## src/rtl/rtc_pkg.sv

```systemverilog
package rtc_pkg;
   typedef enum logic [2:0] {
      RA_STAT = 3'd0,
      RA_CFG1 = 3'd1,
      RA_CFG2 = 3'd2,
      RA_TIME = 3'd3,
      RA_AL1  = 3'd4,
      RA_AL2  = 3'd5,
      RA_CORR = 3'd6,
      RA_CONF = 3'd7
   } reg_addr_e;

   localparam int CFG_W      = 3;
   localparam int CFG_ALM_EN = 0;
   localparam int CFG_PER_EN = 1;
   localparam int CFG_PER_1S = 2;
   localparam logic [7:0] UNINIT_MARK = 8'hFF;
endpackage

```

## src/rtl/rtc_pulse_gen.sv

```systemverilog
module rtc_pulse_gen #(
   parameter int FAST_DIV = 8
) (
   input  logic clk,
   input  logic rst_n,
   output logic pulse_o
);
   localparam int CW = (FAST_DIV > 2) ? $clog2(FAST_DIV) : 1;
   localparam bit POW2 = (FAST_DIV == (1 << CW));

   initial assert (FAST_DIV >= 2) else $error("FAST_DIV must be at least 2");

   logic [CW-1:0] cnt_q;

   generate
      if (POW2) begin : g_wrap
         always_ff @(posedge clk or negedge rst_n)
            if (!rst_n) cnt_q <= '0;
            else        cnt_q <= cnt_q + 1'b1;
         assign pulse_o = &cnt_q;
      end else begin : g_term
         localparam logic [CW-1:0] LAST = CW'(FAST_DIV - 1);
         always_ff @(posedge clk or negedge rst_n)
            if (!rst_n)             cnt_q <= '0;
            else if (cnt_q == LAST) cnt_q <= '0;
            else                    cnt_q <= cnt_q + 1'b1;
         assign pulse_o = (cnt_q == LAST);
      end
   endgenerate

   // the fast pulse is never wider than one cycle
   a_r9_pulse_single: assert property (@(posedge clk) disable iff (!rst_n)
      pulse_o |=> !pulse_o);
endmodule

```

## src/rtl/rtc_alarm_unit.sv

```systemverilog
module rtc_alarm_unit
   import rtc_pkg::*;
#(
   parameter int TW = 32
) (
   input  logic          clk,
   input  logic          rst_n,
   input  logic          wr_val_i,
   input  logic          wr_cfg_i,
   input  logic [TW-1:0] wdata_i,
   input  logic          ack_i,
   input  logic          advance_i,
   input  logic [TW-1:0] next_time_i,
   input  logic          sec_pulse_i,
   input  logic          fast_pulse_i,
   output logic [TW-1:0] value_o,
   output logic [CFG_W-1:0] cfg_o,
   output logic          flag_o,
   output logic          irq_o
);
   logic evt;
   logic per_pulse;

   always_ff @(posedge clk or negedge rst_n)
      if (!rst_n) begin
         value_o <= '0;
         cfg_o   <= '0;
      end else begin
         if (wr_val_i) value_o <= wdata_i;
         if (wr_cfg_i) cfg_o   <= wdata_i[CFG_W-1:0];
      end

   assign evt = advance_i && (next_time_i == value_o);

   always_ff @(posedge clk or negedge rst_n)
      if (!rst_n)       flag_o <= 1'b0;
      else if (evt)     flag_o <= 1'b1;
      else if (ack_i)   flag_o <= 1'b0;

   assign per_pulse = cfg_o[CFG_PER_1S] ? sec_pulse_i : fast_pulse_i;
   assign irq_o = (flag_o && cfg_o[CFG_ALM_EN]) || (cfg_o[CFG_PER_EN] && per_pulse);

   // an acknowledge without a new event clears the flag
   a_r6_ack_clears: assert property (@(posedge clk) disable iff (!rst_n)
      ack_i && !evt |=> !flag_o);
   // an event always leaves the flag set, acknowledged or not
   a_r7_evt_wins: assert property (@(posedge clk) disable iff (!rst_n)
      evt |=> flag_o);
   // a set flag holds until acknowledged
   a_r6_flag_holds: assert property (@(posedge clk) disable iff (!rst_n)
      flag_o && !ack_i |=> flag_o);
   // an unconfigured alarm never raises its line
   a_r8_quiet_when_off: assert property (@(posedge clk) disable iff (!rst_n)
      (cfg_o == '0) |-> !irq_o);
endmodule

```

## src/rtl/rtc_sec_core.sv

```systemverilog
module rtc_sec_core
   import rtc_pkg::*;
#(
   parameter int TW       = 32,
   parameter int CORR_W   = 16,
   parameter int N_ALARM  = 2,
   parameter int FAST_DIV = 8
) (
   input  logic          clk,
   input  logic          rst_n,
   input  logic          tick_i,
   input  logic          wr_en_i,
   input  logic [2:0]    addr_i,
   input  logic [31:0]   wdata_i,
   output logic [31:0]   rdata_o,
   output logic [1:0]    irq_o,
   output logic [15:0]   corr_o
);
   initial assert (TW == 32 && CORR_W == 16 && N_ALARM == 2)
      else $error("register map is fixed at 32-bit words, 16-bit correction, two alarms");

   reg_addr_e        ra;
   logic [TW-1:0]    time_q;
   logic [TW-1:0]    next_time;
   logic             time_wr;
   logic             advance;
   logic             fast_pulse;
   logic [CORR_W-1:0] corr_q;
   logic [31:0]      conf_q;
   logic [TW-1:0]    al_val [N_ALARM];
   logic [CFG_W-1:0] al_cfg [N_ALARM];
   logic [N_ALARM-1:0] flags;

   assign ra        = reg_addr_e'(addr_i);
   assign time_wr   = wr_en_i && (ra == RA_TIME);
   assign advance   = tick_i && !time_wr;
   assign next_time = time_q + TW'(1);

   always_ff @(posedge clk or negedge rst_n)
      if (!rst_n)       time_q <= '0;
      else if (time_wr) time_q <= wdata_i;
      else if (advance) time_q <= next_time;

   always_ff @(posedge clk or negedge rst_n)
      if (!rst_n) begin
         corr_q <= '0;
         conf_q <= {24'd0, UNINIT_MARK};
      end else if (wr_en_i) begin
         if (ra == RA_CORR) corr_q <= wdata_i[CORR_W-1:0];
         if (ra == RA_CONF) conf_q <= wdata_i;
      end

   rtc_pulse_gen #(.FAST_DIV(FAST_DIV)) u_fast (
      .clk     (clk),
      .rst_n   (rst_n),
      .pulse_o (fast_pulse)
   );

   generate
      for (genvar k = 0; k < N_ALARM; k++) begin : g_alarm
         localparam reg_addr_e VAL_A = reg_addr_e'(RA_AL1 + k);
         localparam reg_addr_e CFG_A = reg_addr_e'(RA_CFG1 + k);
         rtc_alarm_unit #(.TW(TW)) u_alm (
            .clk          (clk),
            .rst_n        (rst_n),
            .wr_val_i     (wr_en_i && (ra == VAL_A)),
            .wr_cfg_i     (wr_en_i && (ra == CFG_A)),
            .wdata_i      (wdata_i),
            .ack_i        (wr_en_i && (ra == RA_STAT) && wdata_i[k]),
            .advance_i    (advance),
            .next_time_i  (next_time),
            .sec_pulse_i  (tick_i),
            .fast_pulse_i (fast_pulse),
            .value_o      (al_val[k]),
            .cfg_o        (al_cfg[k]),
            .flag_o       (flags[k]),
            .irq_o        (irq_o[k])
         );
      end
   endgenerate

   always_comb begin
      unique case (ra)
         RA_STAT: rdata_o = {30'd0, flags};
         RA_CFG1: rdata_o = {29'd0, al_cfg[0]};
         RA_CFG2: rdata_o = {29'd0, al_cfg[1]};
         RA_TIME: rdata_o = time_q;
         RA_AL1:  rdata_o = al_val[0];
         RA_AL2:  rdata_o = al_val[1];
         RA_CORR: rdata_o = {16'd0, corr_q};
         RA_CONF: rdata_o = conf_q;
         default: rdata_o = '0;
      endcase
   end

   assign corr_o = corr_q;

   // a tick without a load advances the count by one
   a_r3_tick_inc: assert property (@(posedge clk) disable iff (!rst_n)
      tick_i && !(wr_en_i && addr_i == 3'd3) |=> time_q == $past(time_q) + 32'd1);
   // a load of the count wins over a tick
   a_r4_load_wins: assert property (@(posedge clk) disable iff (!rst_n)
      wr_en_i && addr_i == 3'd3 |=> time_q == $past(wdata_i));
   // without tick or load the count holds
   a_r3_idle_hold: assert property (@(posedge clk) disable iff (!rst_n)
      !tick_i && !(wr_en_i && addr_i == 3'd3) |=> $stable(time_q));
endmodule

```

## config.mk

```make
export PLATFORM = sky130hd
export DESIGN_NAME = rtc_sec_core
export DESIGN_NICKNAME = d
export VERILOG_FILES = /design/src/rtl/rtc_pkg.sv /design/src/rtl/rtc_pulse_gen.sv /design/src/rtl/rtc_alarm_unit.sv /design/src/rtl/rtc_sec_core.sv
export SDC_FILE = /design/constraint.sdc
export NUM_CORES = 1
export LEC_CHECK = 0
export BUFFER_PORTS_ARGS = -buffer_cell sky130_fd_sc_hd__buf_2
export CORE_UTILIZATION = 60
export DETAILED_ROUTE_END_ITERATION = 16
export MAX_ROUTING_LAYER = met4
export PLACE_DENSITY = 0.81
export SLEW_MARGIN = 20
export SYNTH_ARGS = -nofsm -noshare
export SYNTH_HDL_FRONTEND = slang
export SYNTH_SLANG_ARGS = --single-unit
```

## constraint.sdc

```tcl
create_clock -name clk -period 3.65 [get_ports clk]
set_input_delay 0.365 -clock clk [delete_from_list [all_inputs] [get_ports clk]]
set_output_delay 0.365 -clock clk [all_outputs]
set_load 0.01 [all_outputs]
```

==> run_results.csv <==
group,metric,value,unit
synthesis,synthFlopType,"dfrtp_1",
outcome,status,"complete, no violations",
drt,met3_length,1633,um
floorplanning,rows,45,
critical_path,cp_data_required_time,3980,ps
synthesis,synthArstFlopShare,100.0,%
critical_path,critPathKind,"reg -> reg",
synthesis,synth_edf_count,0,
power_and_ir_drop,powerDensity,631.9,nW/um^2
critical_path,slowest_stage,"dfrtp_1",
drt,drtAntennaViolNets,0,
sta,rsz0062_at_grt,"no",
critical_path,worst_setup_path_start_kind,"flop",
global_routing,gr-usage-all-layers,35.05,%
sta,setup_violations,0,
sta,min_period,3060,ps
synthesis,synth_cells,927,
placed_design,place_ws,649.2,ps
power_and_ir_drop,ir_worst_vdd,0.5366,mV
critical_path,worstReg2RegEnd,"g_alarm[1].u_alm.flag_o$_DFFE_PN0P_",
drt,met1Wirelength,12200,um
critical_path,r2r_start,"time_q[0]$_DFFE_PN0P_",
clock_network,cts-buffers-inserted,17,
drt,wl,26480,um
synthesis,syn_nets,969,
sta,max_freq,0.3268,GHz
clock_network,cts.clk_slew.worst_paths,70,ps
sta,worstMarginPinSlew,791.9,ps
drt,wl_met2,12310,um
critical_path,worstPathMaxFanout,9,
clock_network,cts-htree-levels,4,
layout,final_nets,1024,
critical_path,path_buf_inv,0,
global_routing,antenna_found_initial,0,
synthesis,ys_seq_area_share,40.63,%
drt,route.detailed.drc,0,
critical_path,critical_path.startpoint,"time_q[0]$_DFFE_PN0P_",
layout,drive_gt1_share,30.45,%
drt,vias,7733,
synthesis,synth_cell_type_count,69,
placed_design,gp_congestion,0.9670,
floorplanning,core-area,15370,um^2
layout,n_antenna_cell,0,
clock_network,root_buffer,"clkbuf_16",
floorplanning,dieHeight,128.3,um
sta,fin_crit_sh,83.84,%
global_routing,grt_pass1_wl,42080,um
sta,slew_viol_final,0,
clock_network,cts_sinks,155,
drt,detail_route.wl_per_cell,21.96,um
critical_path,rr_worst_depth,8,
critical_path,crit_family,"simple AND/OR/NAND/NOR gates",
drt,vias_per_cell,6.412,
sta,fin_tns_setup,0,ps
floorplanning,initial_core_util,62.26,%
drt,topRoutingLayerUsed,"met4",
power_and_ir_drop,p_leak,0.004564,uW
critical_path,cp.arrival,3390,ps
drt,drt-initial-drc-count,829,
critical_path,crit_path_max_incr_delay,550,ps
power_and_ir_drop,power,6826,uW
sta,setup_ws,590.0,ps
clock_network,clock_path_buffers,2,
global_routing,grt-ovfl-total,0,
sta,hold_viol,0,
min_path,min_path_type,"in -> reg",
critical_path,ff2ff_setup_slack,590,ps
placed_design,dp_hpwl,18660,um
placed_design,numPortBuffers,88,
critical_path,endpoint_kind,"flop",
drt,first_pass_iters,5,
clock_network,postCtsSetupRepairBufs,0,
global_routing,grt_max_degree,82,
flow_run,maxCapViolCount,0,
synthesis,synth.cell_area,9570,um^2
clock_network,clkLatencyLatePin,430,ps
clock_network,cts_tree,"built",
critical_path,worstPathCellList,"ha_1 > and3_1 > nand3_1 > a2111oi_0 > o211ai_1 > nor4_1 > nand4_1 > o31ai_1",
floorplanning,ios,89,
floorplanning,die_w,128.3,um
floorplanning,die_area,16460,um^2
synthesis,synth-warning-count,0,
critical_path,critical_path.endpoint,"g_alarm[1].u_alm.flag_o$_DFFE_PN0P_",
global_routing,grt_pass1_vias,7441,
layout,syn2layout_area_growth,12.88,%
synthesis,syn_avg_cell_area,10.32,um^2
sta,max-slew-margin-rel,47.20,%
sta,fin_skew,11.10,ps
critical_path,cp.depth,8,
synthesis,synth-seq-cells,155,
metal layers:
metal	track usage, %	vias to the layer above
met5	-	-
met4	8.166	0
li1	-	3491
met3	6.302	30
met2	52.91	294
met1	49.24	3918
cells by family (layout without fill, tap and decap cells):
group,after synthesis,count (layout),share of synthesized area [%]
buffers and inverters,94,162,4.380
muxes,138,138,16.54
AOI/OAI and AO/OA,170,170,12.60
DFF,155,155,40.63
and+or+nand+nor,261,261,15.00
xor gates and xnor gates,105,105,10.35
adders and majority gates,4,4,0.4968
how the worst min path moves through the flow:
stage	from	to	depth (start not counted)
after floorplan	rst_n	conf_q[10]$_DFFE_PN0P_	0
after global placement	u_fast.cnt_q[0]$_DFF_PN0_	u_fast.cnt_q[0]$_DFF_PN0_	1
after detailed placement	u_fast.cnt_q[0]$_DFF_PN0_	u_fast.cnt_q[0]$_DFF_PN0_	1
after CTS	wdata_i[30]	conf_q[30]$_DFFE_PN0P_	2
after global routing	wdata_i[24]	g_alarm[0].u_alm.value_o[24]$_DFFE_PN0P_	2
final	wdata_i[30]	conf_q[30]$_DFFE_PN0P_	2
sequential cells by signal (all words and copies together), names as in the netlist:
signal                 flops
conf_q                    32
g_alarm.u_alm.value_o     64
corr_o                    16
time_q                    32
u_fast.cnt_q               3
g_alarm.u_alm.cfg_o        6
g_alarm.u_alm.flag_o       2
placed cells by master (no fill, tap or decap), types with 5 or more instances in the layout:
cell type | Yosys | final
a21oi_1 | 43 | 43
a22o_1 | 40 | 40
a22oi_1 | 35 | 35
and3_1 | 8 | 8
and3b_1 | 5 | 5
buf_2 | 17 | 87
buf_4 | 8 | 29
clkbuf_16 | 0 | 17
dfrtp_1 | 147 | 147
dfstp_2 | 8 | 8
inv_1 | 11 | 11
mux2_2 | 131 | 131
nand2_1 | 53 | 53
nand3_1 | 37 | 37
nand4_1 | 28 | 28
nor2_1 | 57 | 57
nor2b_1 | 12 | 12
nor3_1 | 14 | 14
nor4_1 | 8 | 8
o21ai_0 | 16 | 16
or3_1 | 8 | 8
xnor2_1 | 53 | 53
xor2_1 | 47 | 47
power by group:
group	internal (uW)	total [uW]	leakage, uW	switching, uW
clock	1210	1950	0.000305	743
combinational	1070	2120	0.00243	1060
sequential	2130	2750	0.00183	628
synthesized netlist by cell type (11+ instances only):
| master | n | area, um^2 |
|---|---|---|
| mux2_2 | 131 | 1475 |
| nand4_1 | 28 | 175.2 |
| dfrtp_1 | 147 | 3679 |
| nor2b_1 | 12 | 75.07 |
| inv_1 | 11 | 41.29 |
| o21ai_0 | 16 | 80.08 |
| a22o_1 | 40 | 350.3 |
| buf_1 | 12 | 45.04 |
| nand2_1 | 53 | 198.9 |
| a22oi_1 | 35 | 262.8 |
| nor2_1 | 57 | 214.0 |
| xor2_1 | 47 | 411.6 |
| nand3_1 | 37 | 185.2 |
| clkbuf_1 | 44 | 165.2 |
| buf_2 | 17 | 85.08 |
| xnor2_1 | 53 | 464.2 |
| a21oi_1 | 43 | 215.2 |
| nor3_1 | 14 | 70.07 |
layout make-up:
type	instances	area, um^2
Clock buffer	20	466.7
Clock inverter	12	185.2
Fill cell	1176	4568
Inverter	11	41.29
Multi-Input combinational cell	678	5263
Sequential cell	155	3889
Tap cell	211	264.0
Timing Repair Buffer	119	694.4
worst reg2reg max path, stage by stage (launching register included):
cell and delay, ps:
dfrtp_1 550, ha_1 440, and3_1 400, nand3_1 140, a2111oi_0 510, o211ai_1 150, nor4_1 360, nand4_1 150
o31ai_1 260
repair_timing:
item                                   CTS  global route
hold buffers                             1             0
endpoints found under the hold margin    1             0
resized for setup                        0             0
per-stage QoR:
| stage | instance area [um^2] | instances | utilization, % | hold slack [ps] |
|---|---|---|---|---|
| after floorplan | 9570 | 927 | - | 69.41 |
| after detailed placement | 10140 | 1173 | 65.97 | 429.2 |
| after CTS | 10800 | 1206 | 70.28 | 197.4 |
| after global routing | 10800 | 1206 | 70.28 | 210.1 |
| after global placement | 10140 | 1173 | 65.97 | 411.9 |
| final | 10800 | 1206 | 70.28 | 207.3 |
(Power assumes the default switching activity.)
